**config.mk**
```make
export PLATFORM = sky130hd
export DESIGN_NAME = tpg_bars
export DESIGN_NICKNAME = d
export VERILOG_FILES = /design/src/rtl/tpg_pkg.sv /design/src/rtl/tpg_regs.sv /design/src/rtl/tpg_palette.sv /design/src/rtl/tpg_seq.sv /design/src/rtl/tpg_bars.sv
export SDC_FILE = /design/constraint.sdc
export NUM_CORES = 1
export LEC_CHECK = 0
export ABC_AREA = 1
export CAP_MARGIN = 15
export CORE_ASPECT_RATIO = 1.25
export CORE_UTILIZATION = 45
export CTS_CLUSTER_SIZE = 24
export DETAILED_ROUTE_END_ITERATION = 16
export PLACE_DENSITY = 0.68
export SLEW_MARGIN = 15
export SYNTH_ARGS = -nofsm -noshare
export SYNTH_HDL_FRONTEND = slang
export SYNTH_SLANG_ARGS = --single-unit
```
**constraint.sdc**
```tcl
create_clock -name clk -period 4.25 [get_ports clk]
set_input_delay 0.85 -clock clk [delete_from_list [all_inputs] [get_ports clk]]
set_output_delay 0.85 -clock clk [all_outputs]
set_load 0.03 [all_outputs]
```
**src/rtl/tpg_pkg.sv**
```systemverilog
package tpg_pkg;
    localparam int REG_W = 16;
    localparam int DIM_W = 16;

    localparam logic [2:0] A_CTRL   = 3'd0;
    localparam logic [2:0] A_STAT   = 3'd1;
    localparam logic [2:0] A_WIDTH  = 3'd2;
    localparam logic [2:0] A_HEIGHT = 3'd3;
    localparam logic [2:0] A_COL0   = 3'd4;
    localparam logic [2:0] A_COL1   = 3'd5;
    localparam logic [2:0] A_COL2   = 3'd6;

    localparam logic [3:0] TYPE_CTRL  = 4'hF;
    localparam logic [3:0] TYPE_VIDEO = 4'h0;
    localparam logic [3:0] IL_PROG    = 4'h0;

    typedef enum logic [2:0] {
        ST_IDLE, ST_CHDR, ST_CW0, ST_CW1, ST_CW2, ST_VHDR, ST_PIX
    } seq_st_e;
endpackage

```
**src/rtl/tpg_regs.sv**
```systemverilog
module tpg_regs
    import tpg_pkg::*;
#(
    parameter int BPS   = 8,
    parameter int DEF_W = 640,
    parameter int DEF_H = 480
) (
    input  logic             clk,
    input  logic             rst_n,
    input  logic             wr,
    input  logic [2:0]       addr,
    input  logic [REG_W-1:0] wdata,
    output logic [REG_W-1:0] rdata,
    input  logic             busy,
    output logic             go,
    output logic             uni,
    output logic             ycc,
    output logic [DIM_W-1:0] width,
    output logic [DIM_W-1:0] height,
    output logic [BPS-1:0]   col0,
    output logic [BPS-1:0]   col1,
    output logic [BPS-1:0]   col2
);
    typedef struct packed {
        logic             go;
        logic             uni;
        logic             ycc;
        logic [DIM_W-1:0] w;
        logic [DIM_W-1:0] h;
        logic [BPS-1:0]   c0;
        logic [BPS-1:0]   c1;
        logic [BPS-1:0]   c2;
    } regs_t;

    regs_t r_d, r_q;

    always_comb begin
        r_d = r_q;
        if (wr) begin
            case (addr)
                A_CTRL: begin
                    r_d.go  = wdata[0];
                    r_d.uni = wdata[1];
                    r_d.ycc = wdata[2];
                end
                A_WIDTH:  r_d.w  = wdata;
                A_HEIGHT: r_d.h  = wdata;
                A_COL0:   r_d.c0 = wdata[BPS-1:0];
                A_COL1:   r_d.c1 = wdata[BPS-1:0];
                A_COL2:   r_d.c2 = wdata[BPS-1:0];
                default: ;
            endcase
        end
    end

    always_ff @(posedge clk or negedge rst_n) begin
        if (!rst_n) begin
            r_q <= '{go: 1'b0, uni: 1'b0, ycc: 1'b0,
                     w: DIM_W'(DEF_W), h: DIM_W'(DEF_H),
                     c0: '0, c1: '0, c2: '0};
        end else begin
            r_q <= r_d;
        end
    end

    always_comb begin
        case (addr)
            A_CTRL:   rdata = REG_W'({r_q.ycc, r_q.uni, r_q.go});
            A_STAT:   rdata = REG_W'(busy);
            A_WIDTH:  rdata = r_q.w;
            A_HEIGHT: rdata = r_q.h;
            A_COL0:   rdata = REG_W'(r_q.c0);
            A_COL1:   rdata = REG_W'(r_q.c1);
            A_COL2:   rdata = REG_W'(r_q.c2);
            default:  rdata = '0;
        endcase
    end

    assign go     = r_q.go;
    assign uni    = r_q.uni;
    assign ycc    = r_q.ycc;
    assign width  = r_q.w;
    assign height = r_q.h;
    assign col0   = r_q.c0;
    assign col1   = r_q.c1;
    assign col2   = r_q.c2;

    // a control write is visible on the enable output one cycle later
    assert_ctrl_write_R11: assert property (@(posedge clk) disable iff (!rst_n)
        (wr && addr == A_CTRL) |=> (go == $past(wdata[0])));
endmodule

```
**src/rtl/tpg_palette.sv**
```systemverilog
module tpg_palette #(
    parameter int BPS = 8
) (
    input  logic [2:0]       bar,
    input  logic             uni,
    input  logic             ycc,
    input  logic [BPS-1:0]   col0,
    input  logic [BPS-1:0]   col1,
    input  logic [BPS-1:0]   col2,
    output logic [3*BPS-1:0] pix
);
    localparam int SH = BPS - 8;

    function automatic logic [BPS-1:0] lvl(input logic [7:0] v);
        lvl = BPS'(v) << SH;
    endfunction

    logic [2:0]     on_rgb;     // {R,G,B}
    logic [BPS-1:0] rgb_pl [3];
    logic [7:0]     yv, cbv, crv;

    always_comb begin
        case (bar)
            3'd0: on_rgb = 3'b111;
            3'd1: on_rgb = 3'b110;
            3'd2: on_rgb = 3'b011;
            3'd3: on_rgb = 3'b010;
            3'd4: on_rgb = 3'b101;
            3'd5: on_rgb = 3'b100;
            3'd6: on_rgb = 3'b001;
            default: on_rgb = 3'b000;
        endcase
    end

    for (genvar p = 0; p < 3; p++) begin : g_plane
        assign rgb_pl[p] = on_rgb[2-p] ? lvl(8'd180) : lvl(8'd16);
    end

    always_comb begin
        case (bar)
            3'd0: begin yv = 8'd180; cbv = 8'd128; crv = 8'd128; end
            3'd1: begin yv = 8'd162; cbv = 8'd44;  crv = 8'd142; end
            3'd2: begin yv = 8'd131; cbv = 8'd156; crv = 8'd44;  end
            3'd3: begin yv = 8'd112; cbv = 8'd72;  crv = 8'd58;  end
            3'd4: begin yv = 8'd84;  cbv = 8'd184; crv = 8'd198; end
            3'd5: begin yv = 8'd65;  cbv = 8'd100; crv = 8'd212; end
            3'd6: begin yv = 8'd35;  cbv = 8'd212; crv = 8'd114; end
            default: begin yv = 8'd16; cbv = 8'd128; crv = 8'd128; end
        endcase
    end

    always_comb begin
        if (uni)      pix = {col2, col1, col0};
        else if (ycc) pix = {lvl(crv), lvl(cbv), lvl(yv)};
        else          pix = {rgb_pl[2], rgb_pl[1], rgb_pl[0]};
    end
endmodule

```
**src/rtl/tpg_seq.sv**
```systemverilog
module tpg_seq
    import tpg_pkg::*;
#(
    parameter int BPS = 8
) (
    input  logic             clk,
    input  logic             rst_n,
    input  logic             ready,
    input  logic             go,
    input  logic             uni,
    input  logic             ycc,
    input  logic [DIM_W-1:0] width,
    input  logic [DIM_W-1:0] height,
    input  logic [BPS-1:0]   col0,
    input  logic [BPS-1:0]   col1,
    input  logic [BPS-1:0]   col2,
    output logic             busy,
    output logic             valid,
    output logic [3*BPS-1:0] data,
    output logic             sop,
    output logic             eop
);
    localparam int DW = 3 * BPS;
    localparam logic [2:0] LAST_BAR = 3'd7;

    typedef struct packed {
        seq_st_e          st;
        logic [DIM_W-1:0] wl;
        logic [DIM_W-1:0] hl;
        logic [DIM_W-1:0] x;
        logic [DIM_W-1:0] y;
        logic [DIM_W-1:0] pos;
        logic [2:0]       bar;
        logic             uni;
        logic             ycc;
        logic [BPS-1:0]   c0;
        logic [BPS-1:0]   c1;
        logic [BPS-1:0]   c2;
        logic             valid;
        logic             sop;
        logic             eop;
        logic [DW-1:0]    data;
    } seq_t;

    seq_t s_d, s_q;

    function automatic logic [DW-1:0] pack3(input logic [3:0] a, input logic [3:0] b,
                                            input logic [3:0] c);
        pack3 = {BPS'(c), BPS'(b), BPS'(a)};
    endfunction

    logic [DIM_W-1:0] bar_w;
    logic             last_x, last_y, pos_end;
    logic [DW-1:0]    pix;

    assign bar_w   = (s_q.wl[DIM_W-1:3] == '0) ? DIM_W'(1) : (s_q.wl >> 3);
    assign last_x  = (17'(s_q.x) + 17'd1) >= 17'(s_q.wl);
    assign last_y  = (17'(s_q.y) + 17'd1) >= 17'(s_q.hl);
    assign pos_end = (17'(s_q.pos) + 17'd1) >= 17'(bar_w);

    tpg_palette #(.BPS(BPS)) u_pal (
        .bar  (s_q.bar),
        .uni  (s_q.uni),
        .ycc  (s_q.ycc),
        .col0 (s_q.c0),
        .col1 (s_q.c1),
        .col2 (s_q.c2),
        .pix  (pix)
    );

    always_comb begin
        s_d       = s_q;
        s_d.valid = 1'b0;
        s_d.sop   = 1'b0;
        s_d.eop   = 1'b0;
        case (s_q.st)
            ST_IDLE: begin
                if (go) begin
                    s_d.st  = ST_CHDR;
                    s_d.wl  = width;
                    s_d.hl  = height;
                    s_d.uni = uni;
                    s_d.ycc = ycc;
                    s_d.c0  = col0;
                    s_d.c1  = col1;
                    s_d.c2  = col2;
                    s_d.x   = '0;
                    s_d.y   = '0;
                    s_d.pos = '0;
                    s_d.bar = '0;
                end
            end
            ST_CHDR: if (ready) begin
                s_d.valid = 1'b1;
                s_d.sop   = 1'b1;
                s_d.data  = pack3(TYPE_CTRL, 4'h0, 4'h0);
                s_d.st    = ST_CW0;
            end
            ST_CW0: if (ready) begin
                s_d.valid = 1'b1;
                s_d.data  = pack3(s_q.wl[15:12], s_q.wl[11:8], s_q.wl[7:4]);
                s_d.st    = ST_CW1;
            end
            ST_CW1: if (ready) begin
                s_d.valid = 1'b1;
                s_d.data  = pack3(s_q.wl[3:0], s_q.hl[15:12], s_q.hl[11:8]);
                s_d.st    = ST_CW2;
            end
            ST_CW2: if (ready) begin
                s_d.valid = 1'b1;
                s_d.eop   = 1'b1;
                s_d.data  = pack3(s_q.hl[7:4], s_q.hl[3:0], IL_PROG);
                s_d.st    = ST_VHDR;
            end
            ST_VHDR: if (ready) begin
                s_d.valid = 1'b1;
                s_d.sop   = 1'b1;
                s_d.data  = pack3(TYPE_VIDEO, 4'h0, 4'h0);
                s_d.st    = ST_PIX;
            end
            ST_PIX: if (ready) begin
                s_d.valid = 1'b1;
                s_d.data  = pix;
                s_d.eop   = last_x && last_y;
                if (last_x) begin
                    s_d.x   = '0;
                    s_d.pos = '0;
                    s_d.bar = '0;
                    s_d.y   = s_q.y + 1'b1;
                    if (last_y) s_d.st = ST_IDLE;
                end else begin
                    s_d.x = s_q.x + 1'b1;
                    if (pos_end) begin
                        s_d.pos = '0;
                        if (s_q.bar != LAST_BAR) s_d.bar = s_q.bar + 1'b1;
                    end else begin
                        s_d.pos = s_q.pos + 1'b1;
                    end
                end
            end
            default: s_d.st = ST_IDLE;
        endcase
    end

    always_ff @(posedge clk or negedge rst_n) begin
        if (!rst_n) s_q <= '0;
        else        s_q <= s_d;
    end

    assign busy  = (s_q.st != ST_IDLE);
    assign valid = s_q.valid;
    assign data  = s_q.data;
    assign sop   = s_q.sop;
    assign eop   = s_q.eop;

    // a beat may only appear in the cycle after ready was high
    assert_latency_R2: assert property (@(posedge clk) disable iff (!rst_n)
        s_q.valid |-> $past(ready));

    // with ready low the sequence holds and nothing is sent
    assert_stall_R2: assert property (@(posedge clk) disable iff (!rst_n)
        (s_q.st != ST_IDLE && !ready) |=> ($stable(s_q.st) && $stable(s_q.x) && !s_q.valid));

    // packet markers only travel with a valid beat
    assert_markers_R4: assert property (@(posedge clk) disable iff (!rst_n)
        (s_q.sop || s_q.eop) |-> s_q.valid);

    // leaving the pixel phase always coincides with the closing beat
    assert_frame_end_R9: assert property (@(posedge clk) disable iff (!rst_n)
        ($past(s_q.st) == ST_PIX && s_q.st == ST_IDLE) |-> (s_q.valid && s_q.eop));

    // captured settings stay fixed for the whole frame
    assert_cfg_hold_R10: assert property (@(posedge clk) disable iff (!rst_n)
        ($past(s_q.st) != ST_IDLE && s_q.st != ST_IDLE) |->
        ($stable(s_q.wl) && $stable(s_q.hl) && $stable(s_q.uni) && $stable(s_q.ycc)));

    // within a line the bar index never steps backwards
    assert_bar_mono_R7: assert property (@(posedge clk) disable iff (!rst_n)
        (s_q.st == ST_PIX && $past(s_q.st) == ST_PIX && s_q.x != '0) |->
        (s_q.bar >= $past(s_q.bar)));
endmodule

```
**src/rtl/tpg_bars.sv**
```systemverilog
module tpg_bars
    import tpg_pkg::*;
#(
    parameter int BPS   = 8,
    parameter int DEF_W = 640,
    parameter int DEF_H = 480
) (
    input  logic             clk,
    input  logic             rst_n,
    input  logic             reg_wr,
    input  logic [2:0]       reg_addr,
    input  logic [15:0]      reg_wdata,
    output logic [15:0]      reg_rdata,
    input  logic             st_ready,
    output logic             st_valid,
    output logic [3*BPS-1:0] st_data,
    output logic             st_sop,
    output logic             st_eop
);
    logic             go, uni, ycc, busy;
    logic [DIM_W-1:0] width, height;
    logic [BPS-1:0]   col0, col1, col2;

    tpg_regs #(.BPS(BPS), .DEF_W(DEF_W), .DEF_H(DEF_H)) u_regs (
        .clk    (clk),
        .rst_n  (rst_n),
        .wr     (reg_wr),
        .addr   (reg_addr),
        .wdata  (reg_wdata),
        .rdata  (reg_rdata),
        .busy   (busy),
        .go     (go),
        .uni    (uni),
        .ycc    (ycc),
        .width  (width),
        .height (height),
        .col0   (col0),
        .col1   (col1),
        .col2   (col2)
    );

    tpg_seq #(.BPS(BPS)) u_seq (
        .clk    (clk),
        .rst_n  (rst_n),
        .ready  (st_ready),
        .go     (go),
        .uni    (uni),
        .ycc    (ycc),
        .width  (width),
        .height (height),
        .col0   (col0),
        .col1   (col1),
        .col2   (col2),
        .busy   (busy),
        .valid  (st_valid),
        .data   (st_data),
        .sop    (st_sop),
        .eop    (st_eop)
    );
endmodule

```
==> key figures, run 1 <==
Layout
  • Synthesis-to-finish area growth: 12.6%
  • Cell Count, Final, Fillers Out: 1818
  • Antenna cells: 0
  • Nets: 1552
  • Share of layout cells above drive strength 1: 5.78%

Setup path
  • Worst Setup End Kind: primary output
  • Crit path buf inv count: 4
  • Critical Path Fanout Max: 10
  • CP arrival: 3.03 ns
  • Worst path top cell family by delay: buffers and inverters
  • CP Class: input port to primary output
  • Type of origin of the critical path: input port
  • Slowest stage delay, CP: 0.71 ns
  • CP cell instances: clkdlybuf4s50_1, inv_1, nor3_4, inv_1, o22ai_1, clkdlybuf4s50_1
  • Slowest CP cell: clkdlybuf4s50_1
  • Worst Path Required: 3.40 ns

Timing
  • RSZ-0062 raised after global routing: no
  • TNS Setup: 0 ns
  • Setup violations, final: 0
  • Final Skew: 0.0139 ns
  • Slew Limit Headroom: 34.0%
  • Fin. Hold Viols: 0
  • Max Slew Vio Count: 0
  • Max Fclk: 0.258 GHz
  • Tcrit/Tclk final: 91.2%
  • Slew @ Worst Pin: 0.988 ns
  • Worst hold slack: 0.471 ns
  • Post-layout min period: 3.88 ns

Synthesis
  • Syn Std Cell Area: 11200 sq um
  • Synth warn: 0
  • EDFF count, synth: 0
  • Seq/Total Area, Yosys: 44.3%
  • Post-Synthesis Cells: 1448
  • Synthesized Nets: 1525
  • #FFs+latches synth: 198
  • Asr flop ratio synth: 100%
  • Syn avg cell area: 7.73 sq um
  • Top FF cell, synth: dfrtp_1
  • Yosys cell types: 47

Clock tree
  • Clock tree from TritonCTS: built
  • Sink Count: 198
  • Clock root cell: clkbuf_16
  • H-tree Lvls: 4
  • CTS buffer count: 17
  • Setup bufs post-CTS: 0
  • Hold_buf cts: 0
  • Worst skew pair latency: 0.45 ns
  • Deepest clock path buffer count: 2
  • Clock slew at reported path FFs: 0.07 ns

Power
  • P per Cell Area: 549 nW/um^2
  • Leakage power: 6.29 nW
  • VDD IR max: 0.335 mV
  • Tot Pwr: 6.92 mW

Drt
  • DR vias: 9532
  • Drt first pass iters: 5
  • DRC violations left: 0
  • Drt wl/cell: 15.9 um
  • Via density per instance: 5.24
  • Routed wire length: 28900 um
  • Routed Antenna Nets: 0
  • Initial DRC count: 645

Place
  • Inst Count DP: 1786
  • Post-DP HPWL: 22000 um
  • IO buf count: 65
  • Gpl congestion: 0.942

Global routing
  • Total track usage: 24.2%
  • GR Overflow Total: 0
  • Largest net degree at the start of global routing: 111
  • First-pass GRT wire length: 47300 um
  • Number of global-route vias before repair: 9037
  • Initial antenna violation count: 0

Run status
  • Status: complete, no violations

Run
  • Max-Cap Viols: 0

Min path
  • Worst min-delay path category: flip-flop to flip-flop

Floorplan
  • I/O pins: 66
  • Die height: 178 um
  • Core Area: 24400 sq um
  • Die X: 143 um
  • Core Rows: 64
  • Initial Util: 45.9%
  • DIE AREA: 25500 sq um
synthesized netlist by cell type, drive strengths merged, types with 4 or more instances:
master     n  share of area (%)
a21oi     39                1.8
a221oi    10               0.78
a31oi      4               0.22
buf       33                2.1
clkbuf    34                1.1
dfrtp    192                 43
dfstp      6                1.4
ha        54                6.0
inv      233                7.8
mux2       7               0.70
nand2    356                 12
nand3     70                3.3
nand4     23                1.3
nor2     111                3.8
nor3      22                1.1
nor4       5               0.28
o2111ai    6               0.47
o21ai    156                7.1
o221ai     6               0.47
o22ai     30                1.7
o31ai      5               0.34
xor2      28                2.2
final timing paths:
path / from / to / slack [ns] / cells past startpoint
min in group asynchronous: rst_n / u_seq.s_q[54]$_DFFE_PN0P_ / 0.53 / 1
max: reg_addr[1] / reg_rdata[13] / 0.37 / 6
max in group asynchronous: rst_n / u_regs.height[8]$_DFFE_PN1P_ / 2.82 / 2
max reg2reg: u_seq.s_q[88]$_DFFE_PN0P_ / u_seq.s_q[55]$_DFFE_PN0P_ / 0.84 / 19
min reg2reg: u_seq.data[6]$_DFFE_PN0P_ / u_seq.data[6]$_DFFE_PN0P_ / 0.47 / 2
min: u_seq.data[6]$_DFFE_PN0P_ / u_seq.data[6]$_DFFE_PN0P_ / 0.47 / 2
area by class of cell:
cell class	count	area, sq um
flip-flops and latches	198	4960
inverters	234	878
multi-input cells	949	5010
clock buffers	19	443
fillers	2356	11800
clock inverters	13	144
repair buffers	75	754
well taps	330	413
flip-flops by register name, summed over array words and instances (netlist names):
| name | flops |
|---|---|
| u_regs.ycc | 1 |
| u_regs.col0 | 8 |
| u_seq.s_q | 112 |
| u_regs.width | 16 |
| u_seq.sop | 1 |
| u_regs.go | 1 |
| u_seq.eop | 1 |
| u_regs.uni | 1 |
| u_regs.height | 16 |
| u_seq.valid | 1 |
| u_regs.col2 | 8 |
| u_regs.col1 | 8 |
| u_seq.data | 24 |
metal layers:
layer  global-route usage [%]  vias up  part of all wire (%)  wire (um)
met2                     39.5      261                    47      13700
met4                     10.3        0                   3.5       1010
li1                         -     4739                     -          -
met5                        0        -                     0          0
met3                     3.49       63                   4.1       1190
met1                     32.2     4469                    45      13000
tightest hold or removal path: stages (launching register included):
cell and delay, ns:
dfrtp_1 0.34, nand2_1 0.05, nand2_1 0.04
layout by cell type, fill, tap and decap left out, types with 10 or more instances in the layout:
| cell type | Yosys | layout |
|---|---|---|
| a21oi_1 | 38 | 38 |
| o21ai_0 | 129 | 129 |
| nor3_1 | 19 | 19 |
| nor2_1 | 107 | 107 |
| inv_2 | 12 | 12 |
| xor2_1 | 28 | 28 |
| dfrtp_1 | 192 | 192 |
| ha_1 | 54 | 54 |
| inv_1 | 221 | 221 |
| a221oi_1 | 10 | 10 |
| nand4_1 | 23 | 23 |
| nand3_1 | 67 | 67 |
| o22ai_1 | 30 | 30 |
| clkdlybuf4s50_1 | 0 | 64 |
| nand2_1 | 354 | 353 |
| clkbuf_16 | 0 | 17 |
| o21ai_1 | 26 | 26 |
where the power goes:
group | internal [mW] | switching [mW]
clock | 0.846 | 0.766
combinational | 0.822 | 1.70
sequential | 2.38 | 0.409
total | 4.04 | 2.87
what timing repair did:
action / CTS / global route
setup endpoints to repair: 0 / 1
hold endpoints to repair: 0 / 0
gates resized for setup: 0 / 1
per-stage QoR:
step	cell area (sq um)	utilization, %	setup slack (ns)
2_1_floorplan	11200	-	1.41
3_3_place_gp	12000	49.2	0.269
3_5_place_dp	12000	49.2	0.171
4_1_cts	12600	51.6	0.157
5_1_grt	12600	51.6	0.191
6_report	12600	51.6	0.373
cells by family after synthesis:
family | after synthesis | share of synthesized area (%)
flops | 198 | 44.3
mux | 7 | 0.704
xor+xnor | 29 | 2.27
fa+ha+maj | 54 | 6.03
compound gates | 265 | 13.5
simple gates | 594 | 22.2
buf+inv | 301 | 11.1
(Power assumes the default switching activity.)
==> inputs of run 2 (changes only) <==
--- a/config.mk
+++ b/config.mk
@@ -11,8 +11,10 @@
 export CORE_UTILIZATION = 45
 export CTS_CLUSTER_SIZE = 24
 export DETAILED_ROUTE_END_ITERATION = 16
-export PLACE_DENSITY = 0.68
+export DONT_BUFFER_PORTS = 1
+export PLACE_DENSITY = 0.65
 export SLEW_MARGIN = 15
 export SYNTH_ARGS = -nofsm -noshare
 export SYNTH_HDL_FRONTEND = slang
+export SYNTH_HIERARCHICAL = 1
 export SYNTH_SLANG_ARGS = --single-unit
==> run 2 against run 1 <==
  * Sequential cell count unchanged
  * Non-clock buffer count fell by 69
  * Clock power is essentially flat
  * Critical path type is now flip-flop to flip-flop
  * Largest power group unchanged
  * Highest routed layer unchanged
==> key figures, run 2 <==
Synthesis
  • Syn Std Cell Area: 11400 sq um
  • Syn avg cell area: 7.88 sq um
  • Largest family of logic cells by synthesized area: simple AND/OR/NAND/NOR gates
  • Compound-gate portion of the synthesized area: 11.3%
  • Asr flop ratio synth: 100%
  • Synthesized Nets: 1527
  • Largest cells by area after synthesis: dfrtp_1 (42%), nand2_1 (14%), inv_1 (5.8%)
  • Adder-cell share of the synthesized area: 5.69%
  • Yosys cell types: 54
  • #FFs+latches synth: 198
  • Post-synth top cells: nand2_1 (431), dfrtp_1 (192), inv_1 (178)
  • Synth warn: 6
  • Synth Area in Simple Gates: 24.6%
  • Cell taking the most area after synthesis: dfrtp_1
  • Post-synthesis mux area share: 2.84%
  • EDFF count, synth: 0
  • Top cell type's share of synthesized area: 42.0%
  • Most numerous cell in the Yosys netlist: nand2_1
  • Seq/Total Area, Yosys: 43.4%
  • Xor/xnor share of the synthesized area: 1.99%
  • Top FF cell, synth: dfrtp_1
  • Post-Synthesis Cells: 1452

Layout
  • FILL cells: 2411
  • Antenna cells: 0
  • Area of the multi-input gates: 5320 sq um
  • Commonest non-fill, non-tap cell in the layout: nand2_1
  • Share of layout cells above drive strength 1: 8.33%
  • Nets: 1478
  • Max reg flops: 112
  • Top reg by flops: u_seq/s_q
  • Flip-flop and latch area: 4960 sq um
  • Synthesis-to-finish area growth: 5.32%
  • Finished Core Util: 48.7%
  • Commonest non-fill, non-tap cells in the layout: nand2_1 (431), dfrtp_1 (192), inv_1 (178)

Global routing
  • Number of global-route vias before repair: 8925
  • GR Overflow Total: 0
  • First-pass GRT wire length: 48400 um
  • Total track usage: 24.4%
  • Largest net degree at the start of global routing: 199
  • Initial antenna violation count: 0

Floorplan
  • Initial Util: 46.2%
  • Core Rows: 64
  • Die height: 180 um
  • Die X: 145 um
  • Core Area: 24700 sq um
  • DIE AREA: 26100 sq um
  • I/O pins: 66

Timing
  • Max Slew Vio Count: 0
  • TNS Setup: 0 ns
  • RSZ-0062 raised after global routing: no
  • Tcrit/Tclk final: 79.8%
  • Final Skew: 0.0106 ns
  • Max Fclk: 0.295 GHz
  • Slew @ Worst Pin: 0.982 ns
  • Setup WS post-layout: 0.859 ns
  • Setup violations, final: 0
  • Slew Limit Headroom: 34.4%
  • Fin. Hold Viols: 0
  • Worst hold slack: 0.0957 ns
  • Post-layout min period: 3.39 ns

Power
  • VDD IR max: 0.324 mV
  • Tot Pwr: 6.67 mW
  • P per Cell Area: 554 nW/um^2
  • Leakage power: 5.97 nW

Clock tree
  • Clock root cell: clkbuf_16
  • Sink Count: 198
  • Hold_buf cts: 0
  • Deepest clock path buffer count: 2
  • Clock tree from TritonCTS: built
  • CTS buffer count: 17
  • H-tree Lvls: 4
  • Clock slew at reported path FFs: 0.07 ns
  • Setup bufs post-CTS: 0
  • Worst skew pair latency: 0.45 ns
  • Post-cts sizing count: 0

Setup path
  • R2R depth: 23
  • CP arrival: 3.76 ns
  • CP cell instances: nand3_1, nor2_1, nand2_1, nor2_1, inv_1, nor2_1, nand2_1, nor3_1, xor2_1, inv_1, ha_1, nand2_1, inv_1, nand4_1, nor3_1, nor3_2, nand2_1, nand2_1, nand2_1, nand2_1, buf_4, nand2_1, o21ai_1
  • CP Class: flip-flop to flip-flop
  • Worst path top cell family by delay: simple AND/OR/NAND/NOR gates
  • Slowest stage delay, CP: 0.42 ns
  • Worst Setup End Kind: flip-flop
  • CP most frequent cell: nand2_1
  • Slowest CP cell: dfrtp_1
  • Type of origin of the critical path: flip-flop
  • Critical path depth: 23
  • Critical Path Fanout Max: 32
  • Crit path buf inv count: 4
  • Worst Path Required: 4.61 ns

Place
  • Place WS: 0.897 ns
  • IO buf count: 0
  • Post-DP HPWL: 22300 um
  • Gpl congestion: 0.957

Min path
  • Worst min-delay path category: input port to asynchronous set/reset pin

Drt
  • Initial DRC count: 807
  • Drt first pass iters: 6
  • DRC violations left: 0
  • Via density per instance: 5.35
  • Routed Antenna Nets: 0
  • Routed wire length: 29800 um
  • Drt wl/cell: 17.1 um
  • DR vias: 9347

Run
  • Max-Cap Viols: 0

Run status
  • Status: complete, no violations
run 2: cell types whose count changed in the layout (fill, tap and decap cells not counted), sizes merged, moves of 6 or more:
cell	change
nand4	+14
inv	-45
clkdlybuf4s50	-64
o2111ai	-6
nand2	+81
nand3	-6
nor3	-9
o221ai	-6
o22ai	-13
mux2	+21
a21oi	-7
nor2	-26
run 2: area by class of cell:
cell class              count  share of cell area (%)
clock inverters            13                    1.24
repair buffers              6                   0.374
flip-flops and latches    198                    41.2
well taps                 330                    3.43
multi-input cells         989                    44.2
clock buffers              19                    3.59
inverters                 191                    5.97
run 2: cells by family after synthesis:
logic type,count (synthesis)
buf+inv,265
mux,29
xor+xnor,26
fa+ha+maj,52
simple gates,649
flops,198
compound gates,233
run 2: path summary, 6_finish.rpt:
| check | from | end | slack (ns) |
|---|---|---|---|
| worst max-delay path | u_seq/s_q[88]$_DFFE_PN0P_ | u_seq/s_q[76]$_DFFE_PN0P_ | 0.86 |
| worst min-delay path | rst_n | u_seq/s_q[68]$_DFFE_PN0P_ | 0.1 |
| worst max register to register | u_seq/s_q[88]$_DFFE_PN0P_ | u_seq/s_q[76]$_DFFE_PN0P_ | 0.86 |
| worst min register to register | u_regs/width[9]$_DFFE_PN1P_ | u_regs/width[9]$_DFFE_PN1P_ | 0.49 |
| max in group asynchronous | rst_n | u_regs/height[6]$_DFFE_PN1P_ | 3.90 |
| min in group clk | u_regs/width[9]$_DFFE_PN1P_ | u_regs/width[9]$_DFFE_PN1P_ | 0.49 |
run 2: worst register-to-register path, delay by kind of cell (launching register included):
family,cells,cell delay [ns]
xor gates and xnor gates,1,0.22
DFF,1,0.42
AOI/OAI and AO/OA,1,0.09
and+or+nand+nor,16,1.87
buffers and inverters,4,0.46
adders and majority gates,1,0.26
run 2: through the flow:
| step | cells | cell area (sq um) |
|---|---|---|
| 3_5_place_dp | 1714 | 11500 |
| 4_1_cts | 1746 | 12000 |
| 6_report | 1746 | 12000 |
| 3_3_place_gp | 1714 | 11500 |
| 5_1_grt | 1746 | 12000 |
| 2_1_floorplan | 1452 | 11400 |
run 2: per-layer routing:
metal	global-route usage [%]	share of wire [%]
met1	30.4	42
met2	41.2	50
met3	4.41	5.1
met4	10.1	3.4
met5	0	0
run 2: report_power, final:
group          switching [mW]  internal, mW  leakage, nW
registers               0.597          2.34         2.58
clock network           0.750         0.875        0.268
logic                    1.41         0.692         3.12
